**src/rtl/mbx_pkg.sv**
```systemverilog
package mbx_pkg;
    localparam int FLAG_W = 4;

    // Packed so that obf is bit 0 and f1 is bit 3.
    typedef struct packed {
        logic f1;
        logic f0;
        logic ibf;
        logic obf;
    } mbx_flags_t;

    localparam mbx_flags_t FLAGS_RST = '{f1: 1'b1, f0: 1'b1, ibf: 1'b1, obf: 1'b1};

    typedef struct packed {
        logic wr_data;
        logic wr_cmd;
        logic rd_data;
    } host_req_t;

    typedef struct packed {
        logic wr_out;
        logic addr0;
        logic wr_f0;
        logic set_f1;
        logic clr_f1;
        logic rd_in;
    } ctl_req_t;
endpackage

```
**src/rtl/mbx_byte_reg.sv**
```systemverilog
module mbx_byte_reg #(
    parameter int W      = 8,
    parameter bit INVERT = 1'b0
) (
    input  logic         clk,
    input  logic         rst_n,
    input  logic         load,
    input  logic [W-1:0] din,
    output logic [W-1:0] dout
);
    logic [W-1:0] din_eff;
    logic [W-1:0] data_d, data_q;

    generate
        if (INVERT) begin : g_inv
            assign din_eff = ~din;
        end else begin : g_pass
            assign din_eff = din;
        end
    endgenerate

    always_comb begin
        data_d = data_q;
        if (load) data_d = din_eff;
    end

    always_ff @(posedge clk) begin
        if (!rst_n) data_q <= '0;
        else        data_q <= data_d;
    end

    assign dout = data_q;

    // Inbound copy serves R2, outbound copy serves R5.
    assert_byte_load_R2: assert property (@(posedge clk) disable iff (!rst_n)
        load |=> dout == (INVERT ? ~$past(din) : $past(din)));

    assert_byte_hold_R11: assert property (@(posedge clk) disable iff (!rst_n)
        !load |=> $stable(dout));
endmodule

```
**src/rtl/mbx_flag_ctrl.sv**
```systemverilog
module mbx_flag_ctrl
    import mbx_pkg::*;
(
    input  logic       clk,
    input  logic       rst_n,
    input  host_req_t  h,
    input  ctl_req_t   c,
    output mbx_flags_t flags
);
    mbx_flags_t flags_d, flags_q;
    logic       host_wr;

    assign host_wr = h.wr_data | h.wr_cmd;

    always_comb begin
        flags_d = flags_q;
        // Controller actions first; host actions below override them.
        if (c.wr_out) flags_d.obf = ~c.addr0;
        if (c.rd_in)  flags_d.ibf = 1'b0;
        if (c.wr_f0)  flags_d.f0  = c.addr0;
        if (c.clr_f1) flags_d.f1  = 1'b0;
        if (c.set_f1) flags_d.f1  = 1'b1;
        if (h.rd_data) flags_d.obf = 1'b0;
        if (host_wr)   flags_d.ibf = 1'b1;
        if (h.wr_data) flags_d.f1  = 1'b0;
        if (h.wr_cmd)  flags_d.f1  = 1'b1;
    end

    always_ff @(posedge clk) begin
        if (!rst_n) flags_q <= FLAGS_RST;
        else        flags_q <= flags_d;
    end

    assign flags = flags_q;

    assert_ibf_set_R2: assert property (@(posedge clk) disable iff (!rst_n)
        host_wr |=> flags_q.ibf);

    assert_f1_data_R2: assert property (@(posedge clk) disable iff (!rst_n)
        (h.wr_data && !h.wr_cmd) |=> !flags_q.f1);

    assert_f1_cmd_R3: assert property (@(posedge clk) disable iff (!rst_n)
        h.wr_cmd |=> flags_q.f1);

    assert_ibf_clr_R4: assert property (@(posedge clk) disable iff (!rst_n)
        (c.rd_in && !host_wr) |=> !flags_q.ibf);

    assert_obf_ctl_R5: assert property (@(posedge clk) disable iff (!rst_n)
        (c.wr_out && !h.rd_data) |=> flags_q.obf == !$past(c.addr0));

    assert_obf_clr_R6: assert property (@(posedge clk) disable iff (!rst_n)
        h.rd_data |=> !flags_q.obf);

    assert_f0_load_R7: assert property (@(posedge clk) disable iff (!rst_n)
        c.wr_f0 |=> flags_q.f0 == $past(c.addr0));

    assert_f1_ctl_R8: assert property (@(posedge clk) disable iff (!rst_n)
        (c.set_f1 && !host_wr) |=> flags_q.f1);

    assert_f1_clr_R8: assert property (@(posedge clk) disable iff (!rst_n)
        (c.clr_f1 && !c.set_f1 && !host_wr) |=> !flags_q.f1);

    assert_f0_hold_R11: assert property (@(posedge clk) disable iff (!rst_n)
        !c.wr_f0 |=> $stable(flags_q.f0));
endmodule

```
**src/rtl/dual_cpu_mailbox.sv**
```systemverilog
module dual_cpu_mailbox
    import mbx_pkg::*;
#(
    parameter int DATA_W = 8
) (
    input  logic              clk,
    input  logic              rst_n,
    input  logic              host_wr_data,
    input  logic              host_wr_cmd,
    input  logic [DATA_W-1:0] host_wdata,
    input  logic              host_rd_data,
    output logic [DATA_W-1:0] host_rdata,
    output logic [FLAG_W-1:0] host_status,
    input  logic              ctl_wr_out,
    input  logic              ctl_wr_f0,
    input  logic              ctl_addr0,
    input  logic [DATA_W-1:0] ctl_wdata,
    input  logic              ctl_set_f1,
    input  logic              ctl_clr_f1,
    input  logic              ctl_rd_in,
    output logic [DATA_W-1:0] ctl_rdata,
    output logic [DATA_W-1:0] ctl_status
);
    localparam int PAD_W = DATA_W - FLAG_W;

    host_req_t          h_req;
    ctl_req_t           c_req;
    mbx_flags_t         flags;
    logic [DATA_W-1:0]  inbound_q;
    logic [DATA_W-1:0]  outbound_q;

    assign h_req = '{wr_data: host_wr_data, wr_cmd: host_wr_cmd, rd_data: host_rd_data};
    assign c_req = '{wr_out: ctl_wr_out, addr0: ctl_addr0, wr_f0: ctl_wr_f0,
                     set_f1: ctl_set_f1, clr_f1: ctl_clr_f1, rd_in: ctl_rd_in};

    mbx_byte_reg #(.W(DATA_W), .INVERT(1'b0)) u_inbound (
        .clk  (clk),
        .rst_n(rst_n),
        .load (host_wr_data | host_wr_cmd),
        .din  (host_wdata),
        .dout (inbound_q)
    );

    mbx_byte_reg #(.W(DATA_W), .INVERT(1'b1)) u_outbound (
        .clk  (clk),
        .rst_n(rst_n),
        .load (ctl_wr_out),
        .din  (ctl_wdata),
        .dout (outbound_q)
    );

    mbx_flag_ctrl u_flags (
        .clk  (clk),
        .rst_n(rst_n),
        .h    (h_req),
        .c    (c_req),
        .flags(flags)
    );

    assign host_rdata  = outbound_q;
    assign ctl_rdata   = ~inbound_q;
    assign host_status = flags;
    assign ctl_status  = {{PAD_W{1'b1}}, ~flags};

    assert_ctl_rd_R4: assert property (@(posedge clk) disable iff (!rst_n)
        (host_wr_data || host_wr_cmd) |=> ctl_rdata == ~$past(host_wdata));

    assert_host_rd_R6: assert property (@(posedge clk) disable iff (!rst_n)
        ctl_wr_out |=> host_rdata == ~$past(ctl_wdata));

    assert_obf_prio_R10: assert property (@(posedge clk) disable iff (!rst_n)
        (host_rd_data && ctl_wr_out && !ctl_addr0) |=> !host_status[0]);

    assert_ibf_prio_R10: assert property (@(posedge clk) disable iff (!rst_n)
        ((host_wr_data || host_wr_cmd) && ctl_rd_in) |=> host_status[1]);

    assert_ctl_view_R9: assert property (@(posedge clk) disable iff (!rst_n)
        ctl_status[FLAG_W-1:0] == ~host_status);
endmodule

```
**config.mk**
```make
export PLATFORM = sky130hd
export DESIGN_NAME = dual_cpu_mailbox
export DESIGN_NICKNAME = d
export VERILOG_FILES = /design/src/rtl/mbx_pkg.sv /design/src/rtl/mbx_byte_reg.sv /design/src/rtl/mbx_flag_ctrl.sv /design/src/rtl/dual_cpu_mailbox.sv
export SDC_FILE = /design/constraint.sdc
export NUM_CORES = 1
export LEC_CHECK = 0
export ABC_AREA = 1
export BUFFER_PORTS_ARGS = -buffer_cell sky130_fd_sc_hd__buf_4
export CAP_MARGIN = 25
export CORE_ASPECT_RATIO = 1.1
export CORE_MARGIN = 2
export CORE_UTILIZATION = 39
export CTS_BUF_LIST = sky130_fd_sc_hd__clkbuf_8
export CTS_CLUSTER_DIAMETER = 40
export DETAILED_ROUTE_END_ITERATION = 6
export GPL_TIMING_DRIVEN = 1
export PLACE_DENSITY = 0.75
export SYNTH_ARGS = -nofsm -noshare
export SYNTH_HDL_FRONTEND = slang
export SYNTH_SLANG_ARGS = --single-unit
export TNS_END_PERCENT = 10
```
**constraint.sdc**
```tcl
create_clock -name clk -period 1 [get_ports clk]
set_input_delay 0.15 -clock clk [delete_from_list [all_inputs] [get_ports clk]]
set_output_delay 0.15 -clock clk [all_outputs]
set_load 0.1 [all_outputs]
```
==> flow_summary.json, run 1 <==
{
  "status": "finished, violations left",
  "violations": "negative setup slack",
  "die_height_um": 52.7,
  "fin_area_um2": 1510,
  "finalHoldViolCount": 0,
  "slowest_delay_ns": 0.36,
  "synth_area_per_cell_um2": 6.79,
  "rsz0062_at_grt": "yes",
  "placed_cells": 196,
  "grt_start_max_net_pins": 19,
  "grtUsageMet1": 0.165,
  "place_area_um2": 1220,
  "yosysMostFrequentCell": "nand2_1",
  "clk_pin_slew_ns": 0.07,
  "vias_per_cell": 4.27,
  "power_frac_clock": 0.214,
  "fillers": 165,
  "p_sw_uw": 965,
  "synth-async-reset-ratio": 0,
  "synthXorXnorAreaFrac": 0,
  "grt.busiest_layer": "met2",
  "die_w_um": 48.3,
  "grt_pass1_wl_mm": 3.35,
  "start_kind": "flop",
  "drt_first_pass_iters": 4,
  "cp-end-kind": "output port",
  "die_area_um2": 2550,
  "ys_top_cells_by_area": "dfxtp_1, nand2_1, nor2_1, inv_1, buf_4",
  "cp.arrival_ns": 0.90,
  "synth-edff-count": 0,
  "area_growth_pct": 79.6,
  "fin_crit_sh": 1.05,
  "grtUsageMet3": 0.0486,
  "critical_path_peak_fanout": 2,
  "grt_util_all_layers": 0.169,
  "cts_made_buffers": 3,
  "antenna_found_initial": 0,
  "ant_nets": 0,
  "start_util": 0.417,
  "synth_mux_area_frac": 0,
  "setup_viol": 5,
  "syn_inst": 124,
  "synth-adder-area-share": 0,
  "vias": 862,
  "drive_gt1_frac": 0.425,
  "cpMaxStageDelayCell": "dfxtp_4",
  "yosys.cell_types.count": 12,
  "finClkSkew_ns": 0,
  "insertion_delay_ns": 0.25,
  "cts_root_buf": "clkbuf_8",
  "diodes": 0,
  "pwr-share-seq": 0.371,
  "setup_ws_ns": -0.0470,
  "hold-worst-slack_ns": 0.0627,
  "port_buffers": 50,
  "cp_num_buf_inv": 1,
  "cts_tree": "built",
  "synth-simple-area-share": 0.334,
  "netlist.area_leader.share": 0.475,
  "synth-compound-area-share": 0.0267,
  "combPwrFrac": 0.416,
  "swShare": 0.401,
  "cp_top_family": "flip-flops",
  "synthesis.area_um2": 842,
  "grt_pass1_vias": 823,
  "coreArea_um2": 2020,
  "met2_usage": 0.343,
  "cp.required_ns": 0.85,
  "gp_congestion": 0.767,
  "routed_wl_mm": 2.10,
  "synth_area_leader_cell": "dfxtp_1",
  "final-max-slew-violation-count": 0,
  "grt_overflow_total": 0,
  "cts.sinks": 20,
  "leakage_uw": 0.000759,
  "post_drt_wl_per_cell_um": 10.4,
  "yosysSeqAreaShare": 0.475,
  "path_cells": "buf_4",
  "synth_common_cells": "nand2_1, nor2_1, dfxtp_1",
  "hold_path.class": "input pin to flop",
  "post-route-drc-count": 0,
  "clock_path_buffers": 2,
  "vdd_drop_max_mv": 1.10,
  "ios": 55,
  "cts_hold_buf": 0,
  "drv_cap": 0,
  "p_per_area_nw_per_um2": 1590,
  "synth_top_family_by_area": "simple AND/OR/NAND/NOR gates",
  "drtIter0Drc": 2,
  "final_nets": 202,
  "clock.fmax_mhz": 955,
  "setup_tns_ns": -0.218,
  "synth-seq-cells": 20,
  "hpwl_mm": 1.40,
  "worstSetupPathType": "flop to output port",
  "cell_internal_pwr_uw": 1440,
  "fin_cells": 202,
  "fin_util": 0.749,
  "post-route-min-period_ns": 1.05,
  "htree_num_levels": 1,
  "ys.warnings.count": 0,
  "rows": 17,
  "synth_ff_type": "dfxtp_1"
}
cells by family after synthesis:
kind of cell,count (synthesis)
compound gates,4
buf+inv,26
flops,20
other cells,1
simple gates,73
per-stage QoR:
step	setup slack (ns)	total power, µW
final	-0.0470	2410
after global routing	-0.0830	2490
after CTS	-0.0536	2380
after detailed placement	0.126	1740
after global placement	0.148	1730
after floorplan	-0.424	1570
metal layers:
| metal | share of wire | vias up |
|---|---|---|
| li1 | - | 447 |
| met1 | 0.39 | 389 |
| met2 | 0.56 | 24 |
| met3 | 0.051 | 2 |
| met4 | 0.0062 | 0 |
| met5 | 0 | - |
state kept, by name, summed over array words and instances, names as in the netlist:
register,cells
u_inbound.dout,8
u_flags.flags,4
u_outbound.dout,8
worst paths after layout:
check	startpoint	end	slack, ns	cells after the start
worst min register to register	u_outbound.dout[6]	u_outbound.dout[6]	0.48	2
worst min-delay path	ctl_wr_f0	u_flags.flags[2]	0.06	2
worst max register to register	u_flags.flags[2]	u_flags.flags[2]	0.09	4
worst max-delay path	u_flags.flags[1]	host_status[1]	-0.05	1
cell type report:
cell class	count	area [µm²]	share of cell area
Sequential cell	20	418	0.276
Timing Repair Buffer	52	617	0.408
Clock inverter	1	3.75	0.00248
Tap cell	28	35.0	0.0232
Inverter	17	78.8	0.0521
Multi-Input combinational cell	81	319	0.211
Clock buffer	3	41.3	0.0273
power groups by stage:
stage / clock network [µW] / registers, µW / logic (µW)
5_1_grt: 552 / 897 / 1040
2_1_floorplan: 0 / 1120 / 449
4_1_cts: 531 / 883 / 962
6_report: 514 / 892 / 1000
3_3_place_gp: 0 / 891 / 842
3_5_place_dp: 0 / 893 / 851
repair_timing:
item	4_1_cts	5_1_grt
setup buffers	1	1
endpoints found under the setup margin	24	17
gates cloned	0	0
resized for setup	48	18
pin swaps	0	0
layout by cell type (no fill, tap or decap):
master / n
dfxtp_2: 2
nor2_4: 1
dfxtp_1: 14
dfxtp_4: 4
a21oi_1: 1
nand2_1: 38
buf_8: 7
clkbuf_8: 3
buf_6: 3
inv_2: 8
inv_1: 6
clkinvlp_4: 4
buf_4: 29
buf_12: 13
nor2_1: 34
conb_1: 4
o21ai_0: 1
o21ai_1: 1
o211ai_1: 1
No activity file was read; power rests on OpenSTA's default activity.
==> run 2: changes to the inputs <==
CAP_MARGIN = 20   (was 25)
SKIP_LAST_GASP = 1   (was not set)
==> run 2 against run 1 <==
The run still ends with negative setup slack left. Non-clock buffer count is 1 lower. Die area unchanged. Via count decreased by 2.6%. Sequential power down 2%. Worst setup slack better by 0.0063 ns. Wire length is 12% lower. Sequential share of layout area increased by 3.1 points. Global-route usage down 1.6 points. Total power down 5.7%. Clock power is 3% lower. Largest power group unchanged.
==> flow_summary.json, run 2 (synthesis gave the netlist of run 1 again) <==
{
  "status": "finished, violations left",
  "violations": "negative setup slack",
  "drt_first_pass_iters": 4,
  "clock.fmax_mhz": 961,
  "setup_viol": 18,
  "post_drt_wl_per_cell_um": 9.21,
  "finalHoldViolCount": 0,
  "cts_hold_buf": 0,
  "hold_path.class": "input pin to flop",
  "cpMaxStageDelayCell": "dfxtp_4",
  "die_height_um": 52.7,
  "start_util": 0.417,
  "antenna_found_initial": 0,
  "start_kind": "flop",
  "gp_congestion": 0.767,
  "cp.required_ns": 0.85,
  "cts.sinks": 20,
  "fin_util": 0.668,
  "slowest_delay_ns": 0.36,
  "ios": 55,
  "routed_wl_mm": 1.85,
  "ant_nets": 0,
  "rows": 17,
  "cp.arrival_ns": 0.89,
  "path_cells": "buf_4",
  "grt_start_max_net_pins": 19,
  "critical_path_peak_fanout": 2,
  "die_area_um2": 2550,
  "hpwl_mm": 1.40,
  "drtIter0Drc": 5,
  "setup_ws_ns": -0.0407,
  "cts_made_buffers": 3,
  "area_growth_pct": 60.3,
  "port_buffers": 50,
  "worstSetupPathType": "flop to output port",
  "rsz0062_at_grt": "yes",
  "final_nets": 201,
  "clk_pin_slew_ns": 0.07,
  "hold-worst-slack_ns": 0.0651,
  "cts_root_buf": "clkbuf_8",
  "grt_pass1_wl_mm": 3.04,
  "vias_per_cell": 4.18,
  "fin_crit_sh": 1.04,
  "drv_cap": 0,
  "die_w_um": 48.3,
  "coreArea_um2": 2020,
  "clock_path_buffers": 2,
  "p_per_area_nw_per_um2": 1680,
  "post-route-min-period_ns": 1.04,
  "leakage_uw": 0.000701,
  "final_cell_mix": "nand2_1, buf_4, nor2_1",
  "vdd_drop_max_mv": 1.14,
  "grt_pass1_vias": 767,
  "final-max-slew-violation-count": 0,
  "finClkSkew_ns": 0,
  "insertion_delay_ns": 0.25,
  "cp-end-kind": "output port",
  "cp_top_family": "flip-flops",
  "diodes": 0,
  "vias": 840,
  "drive_gt1_frac": 0.370,
  "htree_num_levels": 1,
  "cts_tree": "built",
  "final_common_cell": "nand2_1",
  "cp_num_buf_inv": 1,
  "grt_overflow_total": 0,
  "grt_util_all_layers": 0.153,
  "post-route-drc-count": 0
}
[run 2: report_power, final]
group / total, µW / switching, µW / internal (µW) / leakage (µW)
registers: 875 / 27.8 / 848 / 0.000167
logic: 895 / 665 / 230 / 0.000507
clock network: 500 / 228 / 272 / 0.0000269
[run 2: final cells by class]
class | instances | area [µm²]
multi-input cells | 81 | 319
inverters | 17 | 78.8
clock buffers | 3 | 41.3
well taps | 28 | 35.0
fillers | 194 | 671
clock inverters | 1 | 3.75
flip-flops and latches | 20 | 415
repair buffers | 51 | 457
[run 2: what timing repair did]
action                     4_1_cts  5_1_grt
resized for setup               15        5
setup buffers                    1        0
setup endpoints to repair       24       24
[run 2: routing by layer]
layer,up-vias,GRT usage,wire (µm)
met5,-,0,0
met4,0,0.0571,13
met3,2,0.0371,100
met2,24,0.294,1020
met1,369,0.163,717
li1,445,-,-
[run 2: stage by stage]
step                      area [µm²]  cells  setup TNS, ns  worst slack, ns  total power (µW)
after global routing            1350    201          -1.19          -0.0716              2380
after floorplan                  883    127          -5.36           -0.424              1570
final                           1350    201         -0.372          -0.0407              2270
after global placement          1220    196              0            0.148              1730
after detailed placement        1220    196              0            0.126              1740
after CTS                       1330    201         -0.708          -0.0536              2300
[run 2: path summary, 6_finish.rpt]
kind                 startpoint                 end  slack (ns)  depth (start not counted)
min reg2reg  u_outbound.dout[5]  u_outbound.dout[5]        0.47                          2
min                   ctl_wr_f0    u_flags.flags[2]        0.07                          2
max reg2reg    u_flags.flags[2]    u_flags.flags[2]        0.24                          3
max            u_flags.flags[1]      host_status[1]       -0.04                          1
[run 2: worst reg2reg max path, delay by kind of cell (launching register included)]
kind,cells,cell delay [ns]
AOI/OAI and AO/OA,1,0.11
DFF,1,0.36
buffers and inverters,2,0.24
==> run 3: changes to the inputs <==
clock period = 1.2 ns   (was 1 ns; I/O delays follow)
==> run 3 against run 2 <==
Sequential share of layout area is 2.0 points higher. Via count shrank 1.7%. Clock power fell by 13%. Die area did not move. Largest power group is now registers. Total power shrank 18%. Core utilization down 4.0 points. Hold slack better by 0.042 ns. Non-clock buffer count decreased by 1. Register-to-register slack gained 0.28 ns. The flow now finishes without violations. First-iteration DRC count down 40%. Largest cell class is now registers. Combinational power fell by 21%.
==> flow_summary.json, run 3 (synthesis gave the netlist of run 1 again) <==
{
  "leakage_uw": 0.000670,
  "grt_pass1_vias": 744,
  "grt_overflow_total": 0,
  "rsz0062_at_grt": "no",
  "grt_start_max_net_pins": 19,
  "die_area_um2": 2550,
  "ctsResizeCount": 0,
  "clk_pin_slew_ns": 0.07,
  "grt_pass1_wl_mm": 3.04,
  "finClkSkew_ns": 0,
  "worst-path-stages": 2,
  "fin_crit_sh": 0.938,
  "drtIter0Drc": 3,
  "post_drt_wl_per_cell_um": 9.11,
  "coreArea_um2": 2020,
  "gp_congestion": 0.632,
  "final_nets": 200,
  "ios": 55,
  "antenna_found_initial": 0,
  "port_buffers": 50,
  "clock.fmax_mhz": 889,
  "cts_made_buffers": 3,
  "hpwl_mm": 1.39,
  "place_area_um2": 1220,
  "die_height_um": 52.7,
  "final-max-slew-violation-count": 0,
  "diodes": 0,
  "cp.required_ns": 1.02,
  "start_util": 0.417,
  "postCtsSetupBuffers": 0,
  "grt_util_all_layers": 0.155,
  "status": "finished, final reports clean",
  "drive_gt1_frac": 0.360,
  "start_kind": "flop",
  "drt_first_pass_iters": 4,
  "cpMaxStageDelayCell": "dfxtp_4",
  "insertion_delay_ns": 0.25,
  "post-route-drc-count": 0,
  "cts_tree": "built",
  "cp.arrival_ns": 0.95,
  "setup_viol": 0,
  "ff2ff_path_depth": 2,
  "final_cell_mix": "buf_4, nand2_1, nor2_1",
  "post-route-min-period_ns": 1.13,
  "die_w_um": 48.3,
  "critical_path_peak_fanout": 2,
  "hold_path.class": "input pin to flop",
  "vias_per_cell": 4.13,
  "path_cells": "clkinvlp_4, buf_4",
  "cp_num_buf_inv": 2,
  "cp-end-kind": "output port",
  "cts_root_buf": "clkbuf_8",
  "slowest_delay_ns": 0.35,
  "cts.sinks": 20,
  "p_per_area_nw_per_um2": 1470,
  "cts_hold_buf": 0,
  "final_common_cell": "buf_4",
  "vdd_drop_max_mv": 0.863,
  "ant_nets": 0,
  "area_growth_pct": 50.7,
  "worstSetupPathType": "flop to output port",
  "rows": 17,
  "whs_path_depth": 2,
  "finalHoldViolCount": 0,
  "vias": 826,
  "fin_area_um2": 1270,
  "clock_path_buffers": 2,
  "cp_top_family": "flip-flops",
  "drv_cap": 0,
  "htree_num_levels": 1,
  "routed_wl_mm": 1.82,
  "fin_util": 0.628
}
## run 3: cell types whose count changed in the layout (fill, tap and decap cells not counted)
cell,change
buf_12,-2
buf_4,+13
buf_6,-11
buf_8,-1
inv_1,+1
inv_2,-1
o21ai_0,+1
o21ai_1,-1
## run 3: metrics by stage
stage / setup slack [ns] / hold slack [ns] / total power (µW) / instances / TNS [ns]
3_5_place_dp: 0.268 / 0.380 / 1450 / 196 / 0
6_report: 0.0747 / 0.107 / 1870 / 200 / 0
2_1_floorplan: -0.224 / 0.269 / 1300 / 127 / -0.498
5_1_grt: 0.0444 / 0.109 / 1960 / 200 / 0
4_1_cts: 0.0641 / 0.102 / 1890 / 200 / 0
3_3_place_gp: 0.314 / 0.361 / 1440 / 196 / 0
## run 3: cell type report
| type | count | area (µm²) |
|---|---|---|
| timing repair buffer | 50 | 375 |
| multi-input combinational | 81 | 319 |
| clock inverter | 1 | 3.75 |
| inverter | 17 | 78.8 |
| clock buffer | 3 | 41.3 |
| tap | 28 | 35.0 |
| fill | 192 | 752 |
| sequential | 20 | 415 |
## run 3: per-layer routing
layer  global-route usage  up-vias  share of wire
met1                0.165      348           0.42
met5                    0        -              0
met4               0.0714        0         0.0055
li1                     -      444              -
met3               0.0343        2          0.074
met2                0.296       32           0.50
## run 3: power by group
group	internal, µW	switching (µW)
combinational	159	546
clock	227	207
sequential	706	22.0
total	1090	774
## run 3: final timing paths
kind,slack (ns),end,from
setup / recovery,0.07,ctl_status[1],u_flags.flags[1]
hold / removal,0.11,u_flags.flags[2],ctl_wr_f0
setup reg to reg,0.52,u_flags.flags[1],u_flags.flags[1]
hold reg to reg,0.47,u_outbound.dout[0],u_outbound.dout[0]
